### src/rtl/dsadc_pkg.sv
`timescale 1ns/1ps
package dsadc_pkg;

  typedef enum logic [2:0] {
    PH_AZ1   = 3'd1,
    PH_OFS   = 3'd2,
    PH_AZ2   = 3'd3,
    PH_INT   = 3'd4,
    PH_DEINT = 3'd5,
    PH_CNT   = 3'd6
  } phase_e;

  function automatic logic above_limit(input int unsigned val, input int unsigned lim);
    return val > lim;
  endfunction

  function automatic logic below_limit(input int unsigned val, input int unsigned lim);
    return val < lim;
  endfunction

endpackage

### src/rtl/dsadc_phase_ctl.sv
`timescale 1ns/1ps
module dsadc_phase_ctl
  import dsadc_pkg::*;
#(
  parameter int unsigned AZ_LEN   = 4000,
  parameter int unsigned INT_LEN  = 4000,
  parameter int unsigned OFS_MAX  = 800,
  parameter int unsigned SEG6_MAX = 4000,
  parameter int unsigned CW       = 12,
  parameter int unsigned OW       = 10
) (
  input  logic          clk,
  input  logic          rst_n,
  input  logic          cmp_i,
  input  logic [OW-1:0] ofs_len,
  output phase_e        phase,
  output logic [CW-1:0] cnt,
  output logic          ph_end
);

  phase_e nxt;

  always_comb begin
    case (phase)
      PH_AZ1, PH_AZ2: ph_end = (cnt == CW'(AZ_LEN - 1));
      PH_OFS:         ph_end = cmp_i || (cnt == CW'(OFS_MAX - 1));
      PH_INT:         ph_end = (cnt == CW'(INT_LEN - 1));
      PH_DEINT:       ph_end = (cnt == (CW'(ofs_len) - CW'(1)));
      PH_CNT:         ph_end = cmp_i || (cnt == CW'(SEG6_MAX - 1));
      default:        ph_end = 1'b1;
    endcase
  end

  always_comb begin
    case (phase)
      PH_AZ1:   nxt = PH_OFS;
      PH_OFS:   nxt = PH_AZ2;
      PH_AZ2:   nxt = PH_INT;
      PH_INT:   nxt = (ofs_len == '0) ? PH_CNT : PH_DEINT;
      PH_DEINT: nxt = PH_CNT;
      default:  nxt = PH_AZ1;
    endcase
  end

  always_ff @(posedge clk or negedge rst_n) begin
    if (!rst_n) begin
      phase <= PH_AZ1;
      cnt   <= '0;
    end else if (ph_end) begin
      phase <= nxt;
      cnt   <= '0;
    end else begin
      cnt   <= cnt + CW'(1);
    end
  end

  AST_OFS_WINDOW: assert property (@(posedge clk) disable iff (!rst_n)
    (phase == PH_OFS) |-> (cnt < CW'(OFS_MAX)));
  AST_CNT_WINDOW: assert property (@(posedge clk) disable iff (!rst_n)
    (phase == PH_CNT) |-> (cnt < CW'(SEG6_MAX)));
  AST_AZ2_TO_INT: assert property (@(posedge clk) disable iff (!rst_n)
    (phase == PH_AZ2 && ph_end) |=> (phase == PH_INT));

endmodule

### src/rtl/dsadc_upd_gate.sv
`timescale 1ns/1ps
module dsadc_upd_gate (
  input  logic clk,
  input  logic rst_n,
  input  logic upd_i,
  input  logic window_i,
  input  logic done_i,
  output logic load_o
);

  logic upd_q;
  logic armed_q;
  logic upd_edge;

  assign upd_edge = upd_i & ~upd_q;
  assign load_o   = done_i & armed_q;

  always_ff @(posedge clk or negedge rst_n) begin
    if (!rst_n) begin
      upd_q   <= 1'b0;
      armed_q <= 1'b0;
    end else begin
      upd_q <= upd_i;
      if (done_i)                    armed_q <= 1'b0;
      else if (upd_edge && window_i) armed_q <= 1'b1;
    end
  end

  AST_NO_LATE_ARM: assert property (@(posedge clk) disable iff (!rst_n)
    (!window_i && !armed_q) |=> !armed_q);

endmodule

### src/rtl/dsadc_result_reg.sv
`timescale 1ns/1ps
module dsadc_result_reg
  import dsadc_pkg::*;
#(
  parameter int unsigned RW       = 12,
  parameter int unsigned OVR_LIM  = 1999,
  parameter int unsigned UND_LIM  = 180,
  parameter int unsigned SEG6_MAX = 4000
) (
  input  logic          clk,
  input  logic          rst_n,
  input  logic          load_i,
  input  logic [RW-1:0] raw_i,
  input  logic          sign_i,
  output logic [RW-1:0] count_o,
  output logic          neg_o,
  output logic          ovr_o,
  output logic          und_o
);

  always_ff @(posedge clk or negedge rst_n) begin
    if (!rst_n) begin
      count_o <= '0;
      neg_o   <= 1'b0;
      ovr_o   <= 1'b0;
      und_o   <= 1'b0;
    end else if (load_i) begin
      count_o <= raw_i;
      neg_o   <= sign_i;
      ovr_o   <= above_limit(32'(raw_i), OVR_LIM);
      und_o   <= below_limit(32'(raw_i), UND_LIM);
    end
  end

  AST_HOLD_NO_LOAD: assert property (@(posedge clk) disable iff (!rst_n)
    !load_i |=> $stable({count_o, neg_o, ovr_o, und_o}));
  AST_FLAGS_EXCL: assert property (@(posedge clk) disable iff (!rst_n)
    !(ovr_o && und_o));
  AST_SAT_OVR: assert property (@(posedge clk) disable iff (!rst_n)
    (load_i && raw_i == RW'(SEG6_MAX)) |=> ovr_o);

endmodule

### src/rtl/dsadc_seq.sv
`timescale 1ns/1ps
module dsadc_seq
  import dsadc_pkg::*;
#(
  parameter int unsigned AZ_LEN   = 4000,
  parameter int unsigned INT_LEN  = 4000,
  parameter int unsigned OFS_MAX  = 800,
  parameter int unsigned SEG6_MAX = 4000,
  parameter int unsigned OVR_LIM  = 1999,
  parameter int unsigned UND_LIM  = 180,
  localparam int unsigned LEN_A   = (AZ_LEN > INT_LEN) ? AZ_LEN : INT_LEN,
  localparam int unsigned LEN_MAX = (LEN_A > SEG6_MAX) ? LEN_A : SEG6_MAX,
  localparam int unsigned CW      = $clog2(LEN_MAX + 1),
  localparam int unsigned OW      = $clog2(OFS_MAX),
  localparam int unsigned RW      = $clog2(SEG6_MAX + 1)
) (
  input  logic          clk,
  input  logic          rst_n,
  input  logic          cmp_i,
  input  logic          disp_upd_i,
  output logic [2:0]    phase_o,
  output logic          sw_short_o,
  output logic          sw_ofs_o,
  output logic          sw_inp_o,
  output logic          sw_inn_o,
  output logic          sw_ref_o,
  output logic          eoc_o,
  output logic [RW-1:0] count_o,
  output logic          neg_o,
  output logic          ovr_o,
  output logic          und_o
);

  phase_e        phase;
  logic [CW-1:0] cnt;
  logic          ph_end;
  logic [OW-1:0] ofs_q;
  logic          pol_q;
  logic          eoc_q;

  // named internal events
  logic          ofs_store;
  logic          sign_take;
  logic          conv_done;
  logic          upd_window;
  logic          latch_en;
  logic [RW-1:0] raw_count;

  dsadc_phase_ctl #(
    .AZ_LEN(AZ_LEN), .INT_LEN(INT_LEN), .OFS_MAX(OFS_MAX),
    .SEG6_MAX(SEG6_MAX), .CW(CW), .OW(OW)
  ) u_ctl (
    .clk(clk), .rst_n(rst_n), .cmp_i(cmp_i), .ofs_len(ofs_q),
    .phase(phase), .cnt(cnt), .ph_end(ph_end)
  );

  assign ofs_store  = (phase == PH_OFS) && ph_end;
  assign sign_take  = (phase == PH_INT) && ph_end;
  assign conv_done  = (phase == PH_CNT) && ph_end;
  assign upd_window = (phase == PH_AZ1) || (phase == PH_OFS) ||
                      (phase == PH_AZ2) || (phase == PH_INT);
  assign raw_count  = cmp_i ? RW'(cnt) : RW'(SEG6_MAX);

  always_ff @(posedge clk or negedge rst_n) begin
    if (!rst_n) begin
      ofs_q <= '0;
      pol_q <= 1'b0;
      eoc_q <= 1'b0;
    end else begin
      if (ofs_store) ofs_q <= cnt[OW-1:0];
      if (sign_take) pol_q <= cmp_i;
      eoc_q <= conv_done;
    end
  end

  dsadc_upd_gate u_gate (
    .clk(clk), .rst_n(rst_n), .upd_i(disp_upd_i), .window_i(upd_window),
    .done_i(conv_done), .load_o(latch_en)
  );

  dsadc_result_reg #(
    .RW(RW), .OVR_LIM(OVR_LIM), .UND_LIM(UND_LIM), .SEG6_MAX(SEG6_MAX)
  ) u_res (
    .clk(clk), .rst_n(rst_n), .load_i(latch_en), .raw_i(raw_count),
    .sign_i(pol_q), .count_o(count_o), .neg_o(neg_o), .ovr_o(ovr_o), .und_o(und_o)
  );

  assign phase_o    = phase;
  assign sw_short_o = (phase == PH_AZ1) || (phase == PH_AZ2);
  assign sw_ofs_o   = (phase == PH_OFS);
  assign sw_inp_o   = (phase == PH_INT) && !pol_q;
  assign sw_inn_o   = (phase == PH_INT) && pol_q;
  assign sw_ref_o   = (phase == PH_DEINT) || (phase == PH_CNT);
  assign eoc_o      = eoc_q;

  AST_ONE_SWITCH: assert property (@(posedge clk) disable iff (!rst_n)
    $countones({sw_short_o, sw_ofs_o, sw_inp_o, sw_inn_o, sw_ref_o}) == 1);
  AST_EOC_SINGLE: assert property (@(posedge clk) disable iff (!rst_n)
    eoc_o |=> !eoc_o);
  AST_EOC_IN_AZ1: assert property (@(posedge clk) disable iff (!rst_n)
    eoc_o |-> (phase_o == 3'd1));

endmodule

### config.mk
export PLATFORM = sky130hd
export DESIGN_NAME = dsadc_seq
export DESIGN_NICKNAME = d
export VERILOG_FILES = /design/src/rtl/dsadc_pkg.sv /design/src/rtl/dsadc_phase_ctl.sv /design/src/rtl/dsadc_upd_gate.sv /design/src/rtl/dsadc_result_reg.sv /design/src/rtl/dsadc_seq.sv
export SDC_FILE = /design/constraint.sdc
export NUM_CORES = 1
export LEC_CHECK = 0
export ABC_AREA = 0
export BUFFER_PORTS_ARGS = -buffer_cell sky130_fd_sc_hd__buf_2
export CAP_MARGIN = 20
export CORE_ASPECT_RATIO = 1.25
export CORE_MARGIN = 5
export CORE_UTILIZATION = 41
export DETAILED_ROUTE_END_ITERATION = 8
export GPL_ROUTABILITY_DRIVEN = 1
export SLEW_MARGIN = 10
export SYNTH_ARGS = -nofsm -noshare
export SYNTH_HDL_FRONTEND = slang
export SYNTH_HIERARCHICAL = 1
export SYNTH_SLANG_ARGS = --single-unit
### constraint.sdc
create_clock -name clk -period 4.9 [get_ports clk]
set_clock_uncertainty 0.2 [all_clocks]
set_input_delay 0.49 -clock clk [delete_from_list [all_inputs] [get_ports clk]]
set_output_delay 0.49 -clock clk [all_outputs]
set_load 0.02 [all_outputs]
==> results.sh, run 1 <==
export IMPL_vias=1867
export IMPL_setup_slack_ns=0.855
export IMPL_fmax_mhz=247
export IMPL_root_buffer="clkbuf_8"
export IMPL_maxSlewHeadroom=0.473
export IMPL_setup_viol=0
export IMPL_yosysTopAreaCell="dfrtp_1"
export IMPL_synth_most_common_cell="dfrtp_1"
export IMPL_drt_iter0_markers=120
export IMPL_grt_pass1_vias=1894
export IMPL_slew_viol_final=0
export IMPL_hold_viol=0
export IMPL_antenna_cells=0
export IMPL_wl_met1_mm=2.36
export IMPL_gp_congestion=0.884
export IMPL_rsz0062_at_grt="no"
export IMPL_ios=28
export IMPL_clkLatencyLatePin_ns=0.29
export IMPL_area_growth_pct=10.4
export IMPL_rrSetupSlack_ns=0.86
export IMPL_fin_nets=282
export IMPL_min_delay_start="disp_upd_i"
export IMPL_yosysSeqAreaShare=0.415
export IMPL_overflow=0
export IMPL_cts_tree="yes"
export IMPL_dr_max_layer_used="met4"
export IMPL_antenna_found_initial=0
export IMPL_worstHoldEndpoint="u_gate/upd_q"
export IMPL_ys_ff_latch=44
export IMPL_synth_flop_cell="dfrtp_1"
export IMPL_fin_crit_sh=0.825
export IMPL_pre_cts_ws_ns=0.852
export IMPL_worstMarginPinSlew_ns=0.790
export IMPL_core_rowCount=32
export IMPL_r2r_start="ofs_q[0]"
export IMPL_cts_buffers=5
export IMPL_drc_errors=0
export IMPL_required_ns=4.88
export IMPL_critPathLaunchType="flop"
export IMPL_track_usage=0.142
export IMPL_powerDensity_mw_per_mm2=594
export IMPL_worstHoldPathCells=1
export IMPL_max_vdd_ir_drop_mv=0.221
export IMPL_end_kind="flop"
export IMPL_async_reset_ff_frac=1.00
export IMPL_clock_sinks=44
export IMPL_r2r_cells=10
export IMPL_route_met2_wl_mm=2.69
export IMPL_synth_avg_cell_area_um2=10.5
export IMPL_worstPathMaxFanout=17
export IMPL_fp_coreArea_mm2=0.00625
export IMPL_synth_nets=260
export IMPL_rr_endpoint="u_res/count_o[4]"
export IMPL_hpwlAfterDp_mm=3.67
export IMPL_grt_max_degree=45
export IMPL_die_h_um=100
export IMPL_seq_area_mm2=0.00110
export IMPL_grt_pass1_wl_mm=9.14
export IMPL_synth_top_cell_area_share=0.405
export IMPL_die_w_um=82.0
export IMPL_ctsLongestPathBuffers=2
export IMPL_maxCapViolations=0
export IMPL_firstDrtPassIters=4
export IMPL_fin_crit_ns=4.04
export IMPL_drt_wl_total_mm=5.26
export IMPL_cts_max_level=2
export IMPL_p_leak_nw=1.38
export IMPL_vias_per_cell=5.19
export IMPL_layout_drive_gt1_share=0.247
export IMPL_ys_top_cells_by_area="dfrtp_1 (40%), mux2_4 (9.6%), nor2_1 (4.0%)"
export IMPL_dieArea_mm2=0.00820
export IMPL_multi_input_area_mm2=0.00142
export IMPL_synth_cell_types=53
export IMPL_fin_tns_setup_ns=0
export IMPL_initial_core_util=0.425
export IMPL_status="finished clean"
export IMPL_met3_length_um=118
export IMPL_wl_per_cell_um=14.6
export IMPL_synth_edf_count=0
export IMPL_arrival_ns=4.03
export IMPL_syn_inst=252
export IMPL_postRouteAntennaNets=0
export IMPL_critPathKind="flop to flop"
export IMPL_fill_cells=614
export IMPL_synth_cell_area_mm2=0.00266
export IMPL_netlist_top_cells_count="dfrtp_1 (43), nor2_1 (28), mux2_4 (17)"
export IMPL_min_path_type="primary input to flop"
export IMPL_ys_warn_count=6
export IMPL_port_buffers=27
export IMPL_path_clk_slew_ns=0.08
==> flip-flops by register name, indices dropped and copies added, names as in the netlist <==
signal          count
u_ctl/cnt          12
u_res/count_o      12
ofs_q              10
u_ctl/phase         3
eoc_o               1
pol_q               1
u_gate/armed_q      1
u_gate/upd_q        1
u_res/neg_o         1
u_res/ovr_o         1
u_res/und_o         1
==> layout make-up <==
type | instances | area share
clock buffer | 6 | 0.0247
clock inverter | 2 | 0.0119
inverter | 10 | 0.0128
multi-input combinational | 184 | 0.482
sequential | 44 | 0.376
tap | 85 | 0.0362
timing repair buffer | 29 | 0.0563
==> repair_timing <==
item | in CTS | in global routing
hold buffers | 0 | 1
endpoints found under the hold margin | 0 | 8
resized for setup | 0 | 0
setup buffers | 0 | 0
==> power breakdown <==
part / total, mW / internal, mW / switching [mW]
Combinational: 0.834 / 0.401 / 0.433
Sequential: 0.637 / 0.472 / 0.165
Clock: 0.272 / 0.151 / 0.121
Total: 1.74 / 1.02 / 0.719
==> worst max-delay path, cell delays in order, from the launching register on <==
cell and delay, ns:
dfrtp_1 0.44, inv_1 0.14, ha_1 0.28, nor3b_2 0.38
a21oi_1 0.11, or4b_1 0.53, nor4_2 0.29, a21o_4 0.24
and4b_1 0.26, and2_1 0.66, mux2_2 0.41
==> kinds of logic (layout without fill, tap and decap cells) <==
group,Yosys count,in the layout,synth area share
AND/OR/NAND/NOR,97,97,0.207
flip-flops,44,44,0.415
AO/OA/AOI/OAI,33,33,0.0923
adder cells (fa/ha/maj),4,4,0.0188
buffers and inverters,24,47,0.0527
multiplexers,29,29,0.145
XOR/XNOR,21,21,0.0692
==> placed cells by master, fill, tap and decap left out, types with 6 or more instances in the layout <==
cell	Yosys	layout
mux2_2	8	8
nand2b_1	9	9
xnor2_1	10	10
a21oi_1	6	6
buf_2	3	27
dfrtp_1	43	43
xor2_1	11	11
nand2_1	14	14
and2_1	10	10
inv_1	10	10
mux2_4	17	17
nor2_1	28	28
nand3_1	7	7
==> metal layers <==
metal	vias up	global-route usage
li1	923	-
met1	911	0.182
met2	25	0.233
met3	8	0.0233
met4	0	0.0575
met5	-	0
==> worst max-delay path by stage <==
stage                     startpoint          endpoint  slack (ns)
final                       ofs_q[0]  u_res/count_o[4]        0.86
after global routing        ofs_q[0]  u_res/count_o[4]        0.51
after CTS                   ofs_q[0]  u_res/count_o[4]        0.84
after detailed placement    ofs_q[0]  u_res/count_o[4]        0.85
after global placement      ofs_q[0]  u_res/count_o[7]        0.95
after floorplan             ofs_q[0]  u_res/count_o[0]        1.46
==> per-stage QoR <==
stage                     area (µm²)  utilization  total power [mW]  hold slack [ns]  instances
after detailed placement        2800        0.448              1.48            0.290        350
after global placement          2800        0.448              1.48            0.286        350
after floorplan                 2660            -              1.30         -0.00559        252
after global routing            2930        0.470              1.88            0.101        360
after CTS                       2900        0.465              1.75            0.104        358
final                           2930        0.470              1.74            0.117        360
No activity file was read; power rests on OpenSTA's default activity.
==> inputs of run 2 (changes only) <==
==> constraint.sdc (replaced) <==
create_clock -name clk -period 3.9 [get_ports clk]
set_clock_uncertainty 0.2 [all_clocks]
set_input_delay 0.39 -clock clk [delete_from_list [all_inputs] [get_ports clk]]
set_output_delay 0.39 -clock clk [all_outputs]
set_load 0.02 [all_outputs]
==> run 2 against run 1 <==
Utilization grew 0.72 points. Register-to-register slack lost 0.58 ns. Combinational power increased by 37%. Final cell count is 1.7% higher. Clock-buffer cell count unchanged. Non-clock buffer count rose by 6. Wire length up 1.0%.
==> results.sh, run 2 (synthesis gave the netlist of run 1 again) <==
export IMPL_die_h_um=100
export IMPL_dp_cells=356
export IMPL_worstPathMaxFanout=17
export IMPL_die_w_um=82.0
export IMPL_clkLatencyLatePin_ns=0.29
export IMPL_fmax_mhz=276
export IMPL_cts_buffers=5
export IMPL_cp_slowest_stage_delay_ns=0.52
export IMPL_cp_cell_sequence="inv_1 > ha_1 > nor3b_2 > a21oi_1 > or4b_1 > nor4_2 > a21o_4 > and4b_1 > and2_1 > buf_4 > mux2_2"
export IMPL_min_delay_start="disp_upd_i"
export IMPL_r2r_start="ofs_q[0]"
export IMPL_grt_pass1_vias=1936
export IMPL_postLayoutCellArea_mm2=0.00298
export IMPL_port_buffers=27
export IMPL_powerDensity_mw_per_mm2=749
export IMPL_arrival_ns=3.61
export IMPL_cts_resized=0
export IMPL_layoutNonFillerInstCount=366
export IMPL_drt_wl_total_mm=5.32
export IMPL_crit_start="ofs_q[0]"
export IMPL_fin_nets=288
export IMPL_setup_slack_ns=0.276
export IMPL_drt_iter0_markers=95
export IMPL_fin_crit_ns=3.62
export IMPL_min_path_type="primary input to flop"
export IMPL_place_area_mm2=0.00284
export IMPL_antenna_found_initial=0
export IMPL_p_leak_nw=1.41
export IMPL_status="finished clean"
export IMPL_antenna_cells=0
export IMPL_final_common_cell="dfrtp_1"
export IMPL_core_rowCount=32
export IMPL_fin_tns_setup_ns=0
export IMPL_reg_top3="u_ctl/cnt: 12 flops, u_res/count_o: 12 flops, ofs_q: 10 flops"
export IMPL_track_usage=0.141
export IMPL_fp_coreArea_mm2=0.00625
export IMPL_mostFrequentLayoutCells="dfrtp_1 (43), nor2_1 (28), buf_2 (27)"
export IMPL_ctsLongestPathBuffers=2
export IMPL_rsz0062_at_grt="no"
export IMPL_grt_pass1_wl_mm=9.10
export IMPL_cts_tree="yes"
export IMPL_drc_errors=0
export IMPL_fin_util=0.477
export IMPL_gp_congestion=0.896
export IMPL_hold_ws_ns=0.0104
export IMPL_grt_max_degree=45
export IMPL_firstDrtPassIters=4
export IMPL_wl_per_cell_um=14.5
export IMPL_maxSlewHeadroom=0.603
export IMPL_initial_core_util=0.425
export IMPL_vias_per_cell=5.27
export IMPL_cts_max_level=2
export IMPL_end_kind="flop"
export IMPL_root_buffer="clkbuf_8"
export IMPL_postCtsSetupBuffers=0
export IMPL_critPathKind="flop to flop"
export IMPL_clock_sinks=44
export IMPL_required_ns=3.89
export IMPL_ios=28
export IMPL_vias=1929
export IMPL_cp_slowest_cell="or4b_1"
export IMPL_fin_crit_sh=0.929
export IMPL_critPathLaunchType="flop"
export IMPL_slew_viol_final=0
export IMPL_layout_drive_gt1_share=0.263
export IMPL_maxCapViolations=0
export IMPL_path_clk_slew_ns=0.08
export IMPL_overflow=0
export IMPL_max_vdd_ir_drop_mv=0.258
export IMPL_postRouteAntennaNets=0
export IMPL_hold_viol=0
export IMPL_finalPower_mw=2.23
export IMPL_hpwlAfterDp_mm=3.74
export IMPL_area_growth_pct=12.1
export IMPL_worstMarginPinSlew_ns=0.587
export IMPL_dieArea_mm2=0.00820
export IMPL_pre_cts_ws_ns=0.281
export IMPL_setup_viol=0
[run 2: cell types whose count changed in the layout (fill, tap and decap cells not counted)]
| cell | before | now |
|---|---|---|
| buf_4 | 0 | 6 |
[run 2: critical path: cells and delay by family (launching register included)]
kind | cells | cell delay, ns
AOI/OAI and AO/OA | 2 | 0.25
and+or+nand+nor | 5 | 1.62
muxes | 1 | 0.36
buffers and inverters | 2 | 0.38
DFF | 1 | 0.43
adders and majority gates | 1 | 0.26
[run 2: area by class of cell]
cell class	count	area, µm²
fillers	625	3270
clock buffers	6	72.6
clock inverters	2	35.0
flip-flops and latches	44	1100
multi-input cells	184	1420
repair buffers	35	210
well taps	85	106
inverters	10	37.5
[run 2: final timing paths]
path                                     endpoint  slack (ns)  cells after the start
worst max register to register   u_res/count_o[4]        0.28                     11
worst max-delay path             u_res/count_o[4]        0.28                     11
max in group asynchronous                   eoc_o        2.74                      3
min in group asynchronous                ofs_q[8]        0.30                      2
worst min-delay path                 u_gate/upd_q        0.01                      1
worst min register to register  u_res/count_o[11]        0.31                      1
[run 2: timing repair]
action                     CTS  global route
setup endpoints to repair    0             0
hold buffers                 0             1
hold endpoints to repair     0             8
[run 2: per-layer routing]
layer  wire [µm]  vias to the layer above  track usage  part of all wire
li1            -                      947            -                 -
met1        2340                      933        0.180              0.44
met2        2660                       37        0.231              0.50
met3         169                       12       0.0233             0.032
met4         151                        0       0.0639             0.028
met5           0                        -            0                 0
[run 2: power breakdown]
| part | switching (mW) | internal, mW | total (mW) |
|---|---|---|---|
| Combinational | 0.606 | 0.530 | 1.14 |
| Clock | 0.156 | 0.190 | 0.346 |
| Sequential | 0.156 | 0.593 | 0.749 |
| Total | 0.918 | 1.31 | 2.23 |
==> inputs of run 3 (changes only) <==
--- a/config.mk
+++ b/config.mk
@@ -13,6 +13,7 @@
 export CORE_UTILIZATION = 41
 export DETAILED_ROUTE_END_ITERATION = 8
 export GPL_ROUTABILITY_DRIVEN = 1
+export MAX_ROUTING_LAYER = met4
 export SLEW_MARGIN = 10
 export SYNTH_ARGS = -nofsm -noshare
 export SYNTH_HDL_FRONTEND = slang
==> run 3 against run 2 <==
Die area did not move. Power is 2.0% lower. Via count increased by 0.73%. Global-route usage up 0.94 points. Clock-buffer cell count down 1. Sequential share of layout area hardly changed. Utilization barely moved. Critical path depth stayed put. Largest power group unchanged. Highest routed layer unchanged.
==> results.sh, run 3 (synthesis gave the netlist of run 1 again) <==
export IMPL_status="finished clean"
export IMPL_firstDrtPassIters=4
export IMPL_dieArea_mm2=0.00820
export IMPL_cts_resized=0
export IMPL_cts_tree="yes"
export IMPL_max_vdd_ir_drop_mv=0.308
export IMPL_cp_slowest_cell="or4b_1"
export IMPL_maxCapViolations=0
export IMPL_worstMarginPinSlew_ns=0.565
export IMPL_worstPathMaxFanout=16
export IMPL_place_area_mm2=0.00285
export IMPL_clock_sinks=44
export IMPL_rr_endpoint="u_res/neg_o"
export IMPL_antenna_found_initial=0
export IMPL_drt_wl_total_mm=5.50
export IMPL_end_kind="flop"
export IMPL_setup_viol=0
export IMPL_fmax_mhz=276
export IMPL_reg_top3="u_ctl/cnt: 12 flops, u_res/count_o: 12 flops, ofs_q: 10 flops"
export IMPL_fin_crit_sh=0.931
export IMPL_path_clk_slew_ns=0.08
export IMPL_drt_iter0_markers=108
export IMPL_vias_per_cell=5.28
export IMPL_postLayoutCellArea_mm2=0.00298
export IMPL_gp_congestion=0.856
export IMPL_grt_pass1_vias=1976
export IMPL_rsz0062_at_grt="no"
export IMPL_track_usage=0.151
export IMPL_p_leak_nw=1.42
export IMPL_power_frac_clock=0.133
export IMPL_root_buffer="clkbuf_8"
export IMPL_r2r_start="ofs_q[0]"
export IMPL_cp_cell_sequence="inv_1 > ha_1 > nor3b_2 > a21oi_1 > or4b_1 > nor4_2 > a21o_4 > and4b_1 > and2_1 > buf_4 > mux2_2"
export IMPL_layoutNonFillerInstCount=368
export IMPL_core_rowCount=32
export IMPL_wl_per_cell_um=14.9
export IMPL_die_h_um=100
export IMPL_fin_crit_ns=3.63
export IMPL_dp_cells=357
export IMPL_die_w_um=82.0
export IMPL_fin_tns_setup_ns=0
export IMPL_r2r_cells=11
export IMPL_port_buffers=27
export IMPL_cts_max_level=2
export IMPL_rrSetupSlack_ns=0.27
export IMPL_postCtsSetupBuffers=0
export IMPL_slew_viol_final=0
export IMPL_initial_core_util=0.425
export IMPL_ios=28
export IMPL_critPathLaunchType="flop"
export IMPL_vias=1943
export IMPL_required_ns=3.89
export IMPL_overflow=0
export IMPL_fin_nets=290
export IMPL_area_growth_pct=12.0
export IMPL_grt_pass1_wl_mm=9.34
export IMPL_cts_buffers=5
export IMPL_fill_cells=609
export IMPL_final_common_cell="dfrtp_1"
export IMPL_drc_errors=0
export IMPL_cp_slowest_stage_delay_ns=0.53
export IMPL_ctsLongestPathBuffers=2
export IMPL_hpwlAfterDp_mm=3.87
export IMPL_seqPwrFrac=0.343
export IMPL_arrival_ns=3.62
export IMPL_critPathKind="flop to flop"
export IMPL_hold_viol=0
export IMPL_fp_coreArea_mm2=0.00625
export IMPL_comb_power_share=0.525
export IMPL_switching_power_mw=0.936
export IMPL_grt_max_degree=45
export IMPL_layout_drive_gt1_share=0.269
export IMPL_powerDensity_mw_per_mm2=735
export IMPL_postRouteAntennaNets=0
export IMPL_min_path_type="primary input to async pin"
export IMPL_maxSlewHeadroom=0.618
export IMPL_clkLatencyLatePin_ns=0.30
export IMPL_mostFrequentLayoutCells="dfrtp_1 (43), nor2_1 (28), buf_2 (27)"
export IMPL_switching_share=0.428
export IMPL_antenna_cells=0
export IMPL_power_internal_mw=1.25
## run 3: power groups by stage
stage,Combinational (mW),Clock [mW],Sequential [mW]
after global routing,1.27,0.311,0.777
after detailed placement,1.14,0,0.759
final,1.15,0.290,0.749
after floorplan,0.819,0,0.808
after global placement,1.13,0,0.755
after CTS,1.15,0.301,0.752
## run 3: layer usage
layer | part of all wire | up-vias | wire (µm) | track usage
met2 | 0.52 | 22 | 2850 | 0.248
met5 | 0 | - | 0 | -
met1 | 0.43 | 967 | 2370 | 0.182
li1 | - | 945 | - | -
met3 | 0.028 | 9 | 152 | 0.0260
met4 | 0.021 | 0 | 116 | 0.0588
## run 3: through the flow
| step | hold WS [ns] | utilization | worst slack [ns] | power, mW |
|---|---|---|---|---|
| floorplan | -0.106 | - | 0.458 | 1.63 |
| finish | 0.270 | 0.477 | 0.270 | 2.19 |
| detailed placement | 0.289 | 0.456 | 0.278 | 1.90 |
| global route | 0.305 | 0.477 | 0.0429 | 2.36 |
| CTS | 0.0871 | 0.472 | 0.262 | 2.20 |
| global placement | 0.286 | 0.456 | 0.351 | 1.88 |
## run 3: layout make-up
class,instances,area (µm²),area share
Clock inverter,3,18.8,0.00631
Tap cell,85,106,0.0357
Multi-Input combinational cell,184,1420,0.475
Timing Repair Buffer,37,228,0.0765
Inverter,10,37.5,0.0126
Clock buffer,5,68.8,0.0231
Sequential cell,44,1100,0.370
## run 3: repair_timing
action	4_1_cts	5_1_grt
endpoints found under the setup margin	0	0
hold buffers	1	1
hold endpoints to repair	1	6
## run 3: worst max path at each step
| stage | slack [ns] | cells after the start | endpoint | start |
|---|---|---|---|---|
| 2_1_floorplan | 0.46 | 13 | u_res/count_o[0] | ofs_q[0] |
| 3_3_place_gp | 0.35 | 11 | u_res/count_o[4] | ofs_q[0] |
| 3_5_place_dp | 0.28 | 11 | u_res/count_o[4] | ofs_q[0] |
| 4_1_cts | 0.26 | 11 | u_res/neg_o | ofs_q[0] |
| 5_1_grt | 0.04 | 11 | u_res/count_o[8] | ofs_q[0] |
| 6_report | 0.27 | 11 | u_res/neg_o | ofs_q[0] |
## run 3: critical path: cells and delay by family (launching register included)
| family | cells | cell delay [ns] |
|---|---|---|
| simple gates | 5 | 1.61 |
| flops | 1 | 0.44 |
| compound gates | 2 | 0.26 |
| mux | 1 | 0.36 |
| buf+inv | 2 | 0.38 |
| fa+ha+maj | 1 | 0.27 |
